### src/rtl/evrec_builder.sv
module evrec_builder #(
  parameter int NCH   = 4,
  parameter int W     = 16,
  parameter int DEPTH = 16,
  parameter int EVW   = 4,
  parameter int CW    = 8
) (
  input  logic             clk,
  input  logic             rst_n,
  input  logic             trig,
  input  logic [NCH-1:0]   act_mask,
  input  logic [NCH-1:0]   ch_valid,
  input  logic [NCH*W-1:0] ch_data,
  output logic             out_valid,
  output logic             out_ctrl,
  output logic [W-1:0]     out_data,
  output logic [NCH-1:0]   fifo_empty,
  output logic [NCH-1:0]   fifo_half,
  output logic [NCH-1:0]   fifo_warn75,
  output logic [NCH-1:0]   fifo_full,
  output logic [NCH-1:0]   cnt_err,
  output logic             warn
);
  localparam int AW  = $clog2(DEPTH);
  localparam int NW  = $clog2(DEPTH + 1);
  localparam int CI  = $clog2(NCH);
  localparam int CIW = CI + 1;
  localparam int EW  = $clog2(EVW + 1);
  localparam logic [3:0] TAG = 4'hA;

  typedef enum logic [1:0] {S_IDLE, S_HDR, S_DATA, S_TRL} st_t;

  st_t            st;
  logic           hidx;
  logic [EW-1:0]  wcnt;
  logic [CIW-1:0] cur;
  logic [NCH-1:0] act_q;
  logic [15:0]    crc;
  logic [CW-1:0]  trg_cnt, rec_no;

  logic [NCH-1:0] push, pop, pop_last, rx_done, avail_nz;
  logic [W-1:0]   head [NCH];
  logic [CW-1:0]  rxc  [NCH];
  logic           pending, ready_all;

  function automatic logic [15:0] crc_step(input logic [15:0] c, input logic [W-1:0] d);
    logic [15:0] r;
    r = c;
    for (int i = W - 1; i >= 0; i--)
      r = {r[14:0], 1'b0} ^ ((r[15] ^ d[i]) ? 16'h1021 : 16'h0000);
    return r;
  endfunction

  function automatic logic [CIW-1:0] next_act(input logic [NCH-1:0] m, input int from);
    logic [CIW-1:0] r;
    r = CIW'(NCH);
    for (int i = NCH - 1; i >= 0; i--)
      if (m[i] && i > from) r = CIW'(i);
    return r;
  endfunction

  for (genvar c = 0; c < NCH; c++) begin : g_ch
    logic [W-1:0]  mem [DEPTH];
    logic [AW-1:0] wptr, rptr;
    logic [NW-1:0] cnt, avail;
    logic [EW-1:0] rwc;
    logic          in_evt;
    logic [CW-1:0] nrx;
    wire  [W-1:0]  din   = ch_data[c*W +: W];
    wire           admit = ch_valid[c] & ~in_evt & (din[W-1 -: 4] == TAG)
                           & (cnt <= NW'(DEPTH - EVW));

    assign push[c]     = ch_valid[c] & (in_evt | admit);
    assign rx_done[c]  = push[c] & (in_evt ? (rwc == EW'(EVW - 1)) : (EVW == 1));
    assign pop[c]      = (st == S_DATA) && (cur == CIW'(c));
    assign pop_last[c] = pop[c] && (wcnt == EW'(EVW - 1));
    assign avail_nz[c] = (avail != '0);
    assign head[c]     = mem[rptr];
    assign rxc[c]      = nrx;

    assign fifo_empty[c]  = (cnt == '0);
    assign fifo_half[c]   = (cnt >= NW'(DEPTH / 2));
    assign fifo_warn75[c] = (cnt >= NW'((3 * DEPTH) / 4));
    assign fifo_full[c]   = (cnt == NW'(DEPTH));
    assign cnt_err[c]     = act_mask[c] && (nrx != trg_cnt);

    always_ff @(posedge clk) begin
      if (push[c]) mem[wptr] <= din;
    end

    always_ff @(posedge clk) begin
      if (!rst_n) begin
        wptr   <= '0;
        rptr   <= '0;
        cnt    <= '0;
        avail  <= '0;
        rwc    <= '0;
        in_evt <= 1'b0;
        nrx    <= '0;
      end else begin
        if (push[c]) wptr <= (wptr == AW'(DEPTH - 1)) ? '0 : wptr + 1'b1;
        if (pop[c])  rptr <= (rptr == AW'(DEPTH - 1)) ? '0 : rptr + 1'b1;
        cnt   <= cnt + NW'(push[c]) - NW'(pop[c]);
        avail <= avail + NW'(rx_done[c]) - NW'(pop_last[c]);
        nrx   <= nrx + CW'(rx_done[c]);
        if (rx_done[c]) begin
          in_evt <= 1'b0;
          rwc    <= '0;
        end else if (push[c]) begin
          in_evt <= 1'b1;
          rwc    <= rwc + 1'b1;
        end
      end
    end

    assert_flag_nest_R2: assert property (@(posedge clk) disable iff (!rst_n)
      (fifo_full[c] |-> fifo_warn75[c]) and (fifo_warn75[c] |-> fifo_half[c])
      and !(fifo_full[c] && fifo_empty[c]));
    assert_no_overflow_R3: assert property (@(posedge clk) disable iff (!rst_n)
      fifo_full[c] |-> !push[c]);
    assert_pop_has_data_R6: assert property (@(posedge clk) disable iff (!rst_n)
      pop[c] |-> !fifo_empty[c]);
    assert_inactive_kept_R8: assert property (@(posedge clk) disable iff (!rst_n)
      (st != S_IDLE && !act_q[c]) |-> !pop[c]);
  end

  assign pending   = (trg_cnt != rec_no);
  assign ready_all = &(~act_mask | avail_nz);
  assign warn      = |(act_mask & fifo_warn75);

  always_ff @(posedge clk) begin
    if (!rst_n) begin
      st        <= S_IDLE;
      hidx      <= 1'b0;
      wcnt      <= '0;
      cur       <= '0;
      act_q     <= '0;
      crc       <= 16'hFFFF;
      trg_cnt   <= '0;
      rec_no    <= '0;
      out_valid <= 1'b0;
      out_ctrl  <= 1'b0;
      out_data  <= '0;
    end else begin
      trg_cnt <= trg_cnt + CW'(trig);
      case (st)
        S_IDLE: begin
          out_valid <= 1'b0;
          out_ctrl  <= 1'b0;
          if (pending && ready_all) begin
            act_q <= act_mask;
            crc   <= 16'hFFFF;
            hidx  <= 1'b0;
            st    <= S_HDR;
          end
        end
        S_HDR: begin
          out_valid <= 1'b1;
          out_ctrl  <= 1'b1;
          out_data  <= hidx ? W'(act_q) : W'(rec_no);
          crc       <= crc_step(crc, hidx ? W'(act_q) : W'(rec_no));
          hidx      <= 1'b1;
          if (hidx) begin
            wcnt <= '0;
            cur  <= next_act(act_q, -1);
            st   <= (next_act(act_q, -1) == CIW'(NCH)) ? S_TRL : S_DATA;
          end
        end
        S_DATA: begin
          out_valid <= 1'b1;
          out_ctrl  <= 1'b0;
          out_data  <= head[cur[CI-1:0]];
          crc       <= crc_step(crc, head[cur[CI-1:0]]);
          wcnt      <= wcnt + 1'b1;
          if (wcnt == EW'(EVW - 1)) begin
            wcnt <= '0;
            cur  <= next_act(act_q, int'(cur));
            if (next_act(act_q, int'(cur)) == CIW'(NCH)) st <= S_TRL;
          end
        end
        S_TRL: begin
          out_valid <= 1'b1;
          out_ctrl  <= 1'b1;
          out_data  <= W'(crc);
          rec_no    <= rec_no + 1'b1;
          st        <= S_IDLE;
        end
        default: st <= S_IDLE;
      endcase
    end
  end

  assert_start_gated_R5: assert property (@(posedge clk) disable iff (!rst_n)
    (st == S_HDR && $past(st) == S_IDLE) |-> ($past(pending) && $past(ready_all)));
  assert_opens_with_number_R6: assert property (@(posedge clk) disable iff (!rst_n)
    $rose(out_valid) |-> (out_ctrl && out_data == W'(rec_no)));
  assert_data_not_last_R10: assert property (@(posedge clk) disable iff (!rst_n)
    (out_valid && !out_ctrl) |=> out_valid);
  assert_gap_after_record_R10: assert property (@(posedge clk) disable iff (!rst_n)
    (st == S_TRL) |=> (st == S_IDLE));
endmodule

### config.mk
export PLATFORM = sky130hd
export DESIGN_NAME = evrec_builder
export DESIGN_NICKNAME = d
export VERILOG_FILES = /design/src/rtl/evrec_builder.sv
export SDC_FILE = /design/constraint.sdc
export NUM_CORES = 1
export LEC_CHECK = 0
export BUFFER_PORTS_ARGS = -buffer_cell sky130_fd_sc_hd__buf_2
export CORE_MARGIN = 2
export CORE_UTILIZATION = 50
export DETAILED_ROUTE_END_ITERATION = 7
export PLACE_DENSITY_LB_ADDON = 0.05
export REMOVE_ABC_BUFFERS = 1
export SLEW_MARGIN = 10
export SYNTH_ARGS = -nofsm -noshare
export SYNTH_HDL_FRONTEND = slang
export SYNTH_SLANG_ARGS = --single-unit
### constraint.sdc
create_clock -name clk -period 5.7 [get_ports clk]
set_clock_uncertainty 0.05 [all_clocks]
set_input_delay 0.285 -clock clk [delete_from_list [all_inputs] [get_ports clk]]
set_output_delay 0.285 -clock clk [all_outputs]
set_load 0.01 [all_outputs]
==> flow_summary_export.csv <==
group,metric,value,unit
pwr,power.leakage,19.5,nW
critical_path,cp.arrival,4.94,ns
run_status,outcome,"finished, final reports clean",
placement,place_ws,1.31,ns
yosys,synth.yosys.warnings,0,
worst_hold_path,timing.hold.worst.class,"input pin to flop",
drt,drc_errors,0,
placement,numPortBuffers,113,
global_routing,antenna_found_initial,4,
clocking,worst_skew_pair.late_latency,0.74,ns
critical_path,critical_path.endpoint,"crc[12]$_SDFFE_PN1P_",
die,floorplan.die.width,322,µm
drt,vias,27200,
final_layout,finalCoreUtilization,58.1,%
pwr,share_comb_of_total_power,8.5,%
final_layout,ff_latch_area,0.0348,mm²
drt,iteration_count_of_the_initial_detailed_routing_pass,5,
global_routing,global_route.usage.total,24.8,%
drt,dr.first_iter.drc_count,2602,
critical_path,timing.reg2reg.setup_slack,1.32,ns
pwr,seq_pwr_share,48.5,%
final_layout,proportion_of_layout_cells_with_a_drive_suffix_above_1,23.1,%
clocking,tritoncts,"done",
yosys,yosys.area.top_type_share,60.7,%
yosys,synth.lib_cells_used.distinct,72,
critical_path,reg2reg_depth,11,
critical_path,cp_slowest_cell,"sky130_fd_sc_hd__dfxtp_2",
final_layout,num-fill-cells,7577,
timing,grt_setup_unrepaired,"no",
pwr,ir_drop,0.257,mV
drt,ant_nets,0,
placement,detailedPlacementHpwl,78800,µm
placement,place_congestion,0.894,
die,pin_count,114,
drt,drt-vias-per-instance,5.85,
yosys,syn_area,0.0506,mm²
die,initial_core_util,50.5,%
yosys,synth_enable_flop_cells,1024,
drt,wl,126000,µm
final_layout,final_nets,3371,
timing,report.final.slew_viol_count,0,
timing,slew_headroom,24.3,%
die,core_area,0.100,mm²
run,max_cap_viol_count,0,
die,die_area,0.104,mm²
critical_path,critPathKind,"flop to flop",
clocking,postCtsSetupBuffers,0,
die,core.rowCount,116,
pwr,internal-power,15.7,mW
yosys,synth_seq_cells,1223,
pwr,total_switching_power,4.61,mW
yosys,synth_largest_area_cell,"sky130_fd_sc_hd__edfxtp_1",
timing,setup_violations_final,0,
timing,min_setup_slack_post_route,1.32,ns
clocking,clockRootBuffer,"sky130_fd_sc_hd__clkbuf_16",
clocking,cts_max_level,4,
critical_path,critical-path-max-stage-delay,0.78,ns
critical_path,timing.critical_path.required,6.26,ns
clocking,post_cts_resized,0,
global_routing,grt_pass1_vias,27800,
drt,average_wire_per_standard_cell,27.2,µm
critical_path,worstPathCellList,"buf_4, mux4_2, a22o_1, a311o_1, o32ai_1, xnor2_1, xnor3_1, xnor2_1, xnor3_1, mux2i_1, o211ai_1",
pwr,switching_share,22.7,%
clocking,cts.clk_slew.worst_paths,0.06,ns
timing,hold_viol_final,0,
timing,timing.setup.tns,0,ns
pwr,power_density,349,mW/mm²
clocking,cts_inserted_buffers,131,
die,die_height,322,µm
critical_path,timing.critical_path.to_type,"flop",
final_layout,post_synthesis_to_final_layout_area_growth,15.1,%
critical_path,crit-reg2reg-capture,"crc[12]$_SDFFE_PN1P_",
clocking,clock_tree.buffer_depth,3,
yosys,async_reset_ff_share,0,%
final_layout,multiInputGateArea,0.0149,mm²
yosys,synthCells,2909,
pwr,clock_power_share,43.0,%
yosys,synth.top_cells.by_area,"sky130_fd_sc_hd__edfxtp_1 (61%), sky130_fd_sc_hd__mux4_2 (12%), sky130_fd_sc_hd__dfxtp_1 (7.9%)",
critical_path,cp-start-kind,"flop",
timing,max_slew.worst_pin.slew,1.13,ns
timing,timing.hold.ws,0.378,ns
yosys,syn_area_cell,17.4,µm²
clocking,tritoncts_num_sinks,1223,
final_layout,layoutNonFillerInstCount,4643,
yosys,sequential_area_share_after_synthesis,68.6,%
placement,dpl.cell_count,4331,
critical_path,path_max_fanout,22,
timing,max_freq,228,MHz
global_routing,globalRoute.totalOverflow,0,
timing,layout_worst_path_cycle_share,76.9,%
global_routing,grt_pass1_wl,186000,µm
timing,period_minus_slack,4.38,ns
global_routing,largest_net_degree_at_the_start_of_global_routing,70,
yosys,synth_flop_cell,"sky130_fd_sc_hd__edfxtp_1",
-- cells in the mapped netlist, types with 12 or more instances --
master,instances
sky130_fd_sc_hd__edfxtp_1,1024
sky130_fd_sc_hd__mux4_2,278
sky130_fd_sc_hd__nor2_1,207
sky130_fd_sc_hd__dfxtp_1,199
sky130_fd_sc_hd__ha_1,107
sky130_fd_sc_hd__nand2_1,107
sky130_fd_sc_hd__xnor2_1,96
sky130_fd_sc_hd__inv_1,91
sky130_fd_sc_hd__xor2_1,90
sky130_fd_sc_hd__a21oi_1,74
sky130_fd_sc_hd__clkbuf_1,66
sky130_fd_sc_hd__mux2i_1,49
sky130_fd_sc_hd__o21ai_0,48
sky130_fd_sc_hd__and2_1,47
sky130_fd_sc_hd__nand3_1,43
sky130_fd_sc_hd__buf_2,28
sky130_fd_sc_hd__nand2b_1,24
sky130_fd_sc_hd__and3_1,23
sky130_fd_sc_hd__nor3_1,21
sky130_fd_sc_hd__buf_1,19
sky130_fd_sc_hd__buf_6,17
sky130_fd_sc_hd__nor4_1,16
sky130_fd_sc_hd__a221oi_1,15
sky130_fd_sc_hd__mux2_2,14
sky130_fd_sc_hd__mux4_1,14
sky130_fd_sc_hd__or3_1,13
sky130_fd_sc_hd__a22oi_1,12
sky130_fd_sc_hd__nand4_1,12
-- what timing repair did --
action | 4_1_cts | 5_1_grt
hold buffers | 74 | 0
hold endpoints to repair | 1039 | 0
endpoints found under the setup margin | 0 | 0
-- cell families (layout without fill, tap and decap cells) --
group | Yosys count | after routing | share of synthesized area, %
buffers and inverters | 237 | 612 | 2.23
DFF | 1223 | 1223 | 68.6
AOI/OAI and AO/OA | 241 | 241 | 3.13
muxes | 355 | 355 | 14.4
other | 0 | 2 | 0
and+or+nand+nor | 540 | 540 | 5.02
adders and majority gates | 115 | 115 | 2.96
xor gates and xnor gates | 198 | 198 | 3.69
-- cells in the final DEF, fill, tap and decap left out, types with 14 or more instances in the layout --
cell type,synthesis,routed
sky130_fd_sc_hd__buf_4,9,90
sky130_fd_sc_hd__mux4_1,14,14
sky130_fd_sc_hd__nor2_1,207,171
sky130_fd_sc_hd__nand2_1,107,107
sky130_fd_sc_hd__dlygate4sd3_1,0,74
sky130_fd_sc_hd__mux4_2,278,278
sky130_fd_sc_hd__ha_1,107,107
sky130_fd_sc_hd__mux2_2,14,14
sky130_fd_sc_hd__bufinv_16,0,17
sky130_fd_sc_hd__nor4_1,16,16
sky130_fd_sc_hd__clkinv_1,2,25
sky130_fd_sc_hd__a21oi_1,74,74
sky130_fd_sc_hd__buf_2,28,113
sky130_fd_sc_hd__clkbuf_16,0,138
sky130_fd_sc_hd__edfxtp_1,1024,1024
sky130_fd_sc_hd__inv_1,91,91
sky130_fd_sc_hd__and3_1,23,23
sky130_fd_sc_hd__dfxtp_1,199,188
sky130_fd_sc_hd__clkbuf_1,66,29
sky130_fd_sc_hd__a221oi_1,15,15
sky130_fd_sc_hd__nand3_1,43,43
sky130_fd_sc_hd__nor2_2,0,33
sky130_fd_sc_hd__xor2_1,90,90
sky130_fd_sc_hd__nand2b_1,24,24
sky130_fd_sc_hd__o21ai_0,48,48
sky130_fd_sc_hd__mux2i_1,49,49
sky130_fd_sc_hd__and2_1,47,47
sky130_fd_sc_hd__xnor2_1,96,96
-- worst min-delay path by stage --
| stage | startpoint | end | slack [ns] | depth (start not counted) |
|---|---|---|---|---|
| after floorplan | rst_n | crc[4]$_SDFFE_PN1P_ | 0.31 | 1 |
| after global placement | wcnt[2]$_SDFFE_PN0P_ | wcnt[2]$_SDFFE_PN0P_ | 0.37 | 2 |
| after detailed placement | wcnt[2]$_SDFFE_PN0P_ | wcnt[2]$_SDFFE_PN0P_ | 0.38 | 2 |
| after CTS | trig | trg_cnt[0]$_SDFF_PN0_ | 0.32 | 4 |
| after global routing | trig | trg_cnt[0]$_SDFF_PN0_ | 0.38 | 4 |
| final | act_mask[2] | act_q[2]$_SDFFE_PN0P_ | 0.38 | 4 |
-- power groups by stage --
stage               registers, mW  logic (mW)  clock network (mW)
floorplan                    10.0        1.04                   0
global placement             10.1        1.66                   0
detailed placement           10.1        1.68                   0
CTS                          9.87        1.73                8.90
global route                 9.87        1.87                9.24
finish                       9.87        1.74                8.75
-- layout make-up --
cell class	count	area share [%]
clock inverter	63	1.36
multi-input combinational	1449	25.6
tap	1357	2.91
inverter	95	0.616
clock buffer	173	6.26
timing repair buffer	281	3.54
sequential	1223	59.7
antenna	2	0.00859
-- through the flow --
stage	area [µm²]	total power, mW
floorplan	49900	11.1
global placement	53100	11.7
detailed placement	53100	11.7
CTS	58300	20.5
global route	58300	21.0
finish	58300	20.4
-- layer usage --
layer,wire (µm),global-route usage (%)
met1,56200,36.3
met3,7650,3.75
met5,24,0
met2,59700,39.3
met4,2500,6.66
-- sequential cells by signal, indices dropped and copies added (netlist names), 2 cells and up, named ones only --
signal and cells:
g_ch.mem 1024, g_ch.nrx 32, g_ch.avail 20, g_ch.cnt 20
crc 16, g_ch.rptr 16, g_ch.wptr 16, out_data 16
g_ch.rwc 12, rec_no 8, trg_cnt 8, act_q 4
g_ch.in_evt 4, cur 3, wcnt 3, st 2
-- critical path: cells and delay by family (launching register included) --
family | cells | cell delay, ns
xor gates and xnor gates | 4 | 1.36
AOI/OAI and AO/OA | 4 | 0.94
DFF | 1 | 0.78
muxes | 2 | 0.70
buffers and inverters | 1 | 0.40
Power figures use the tool's default switching activity.
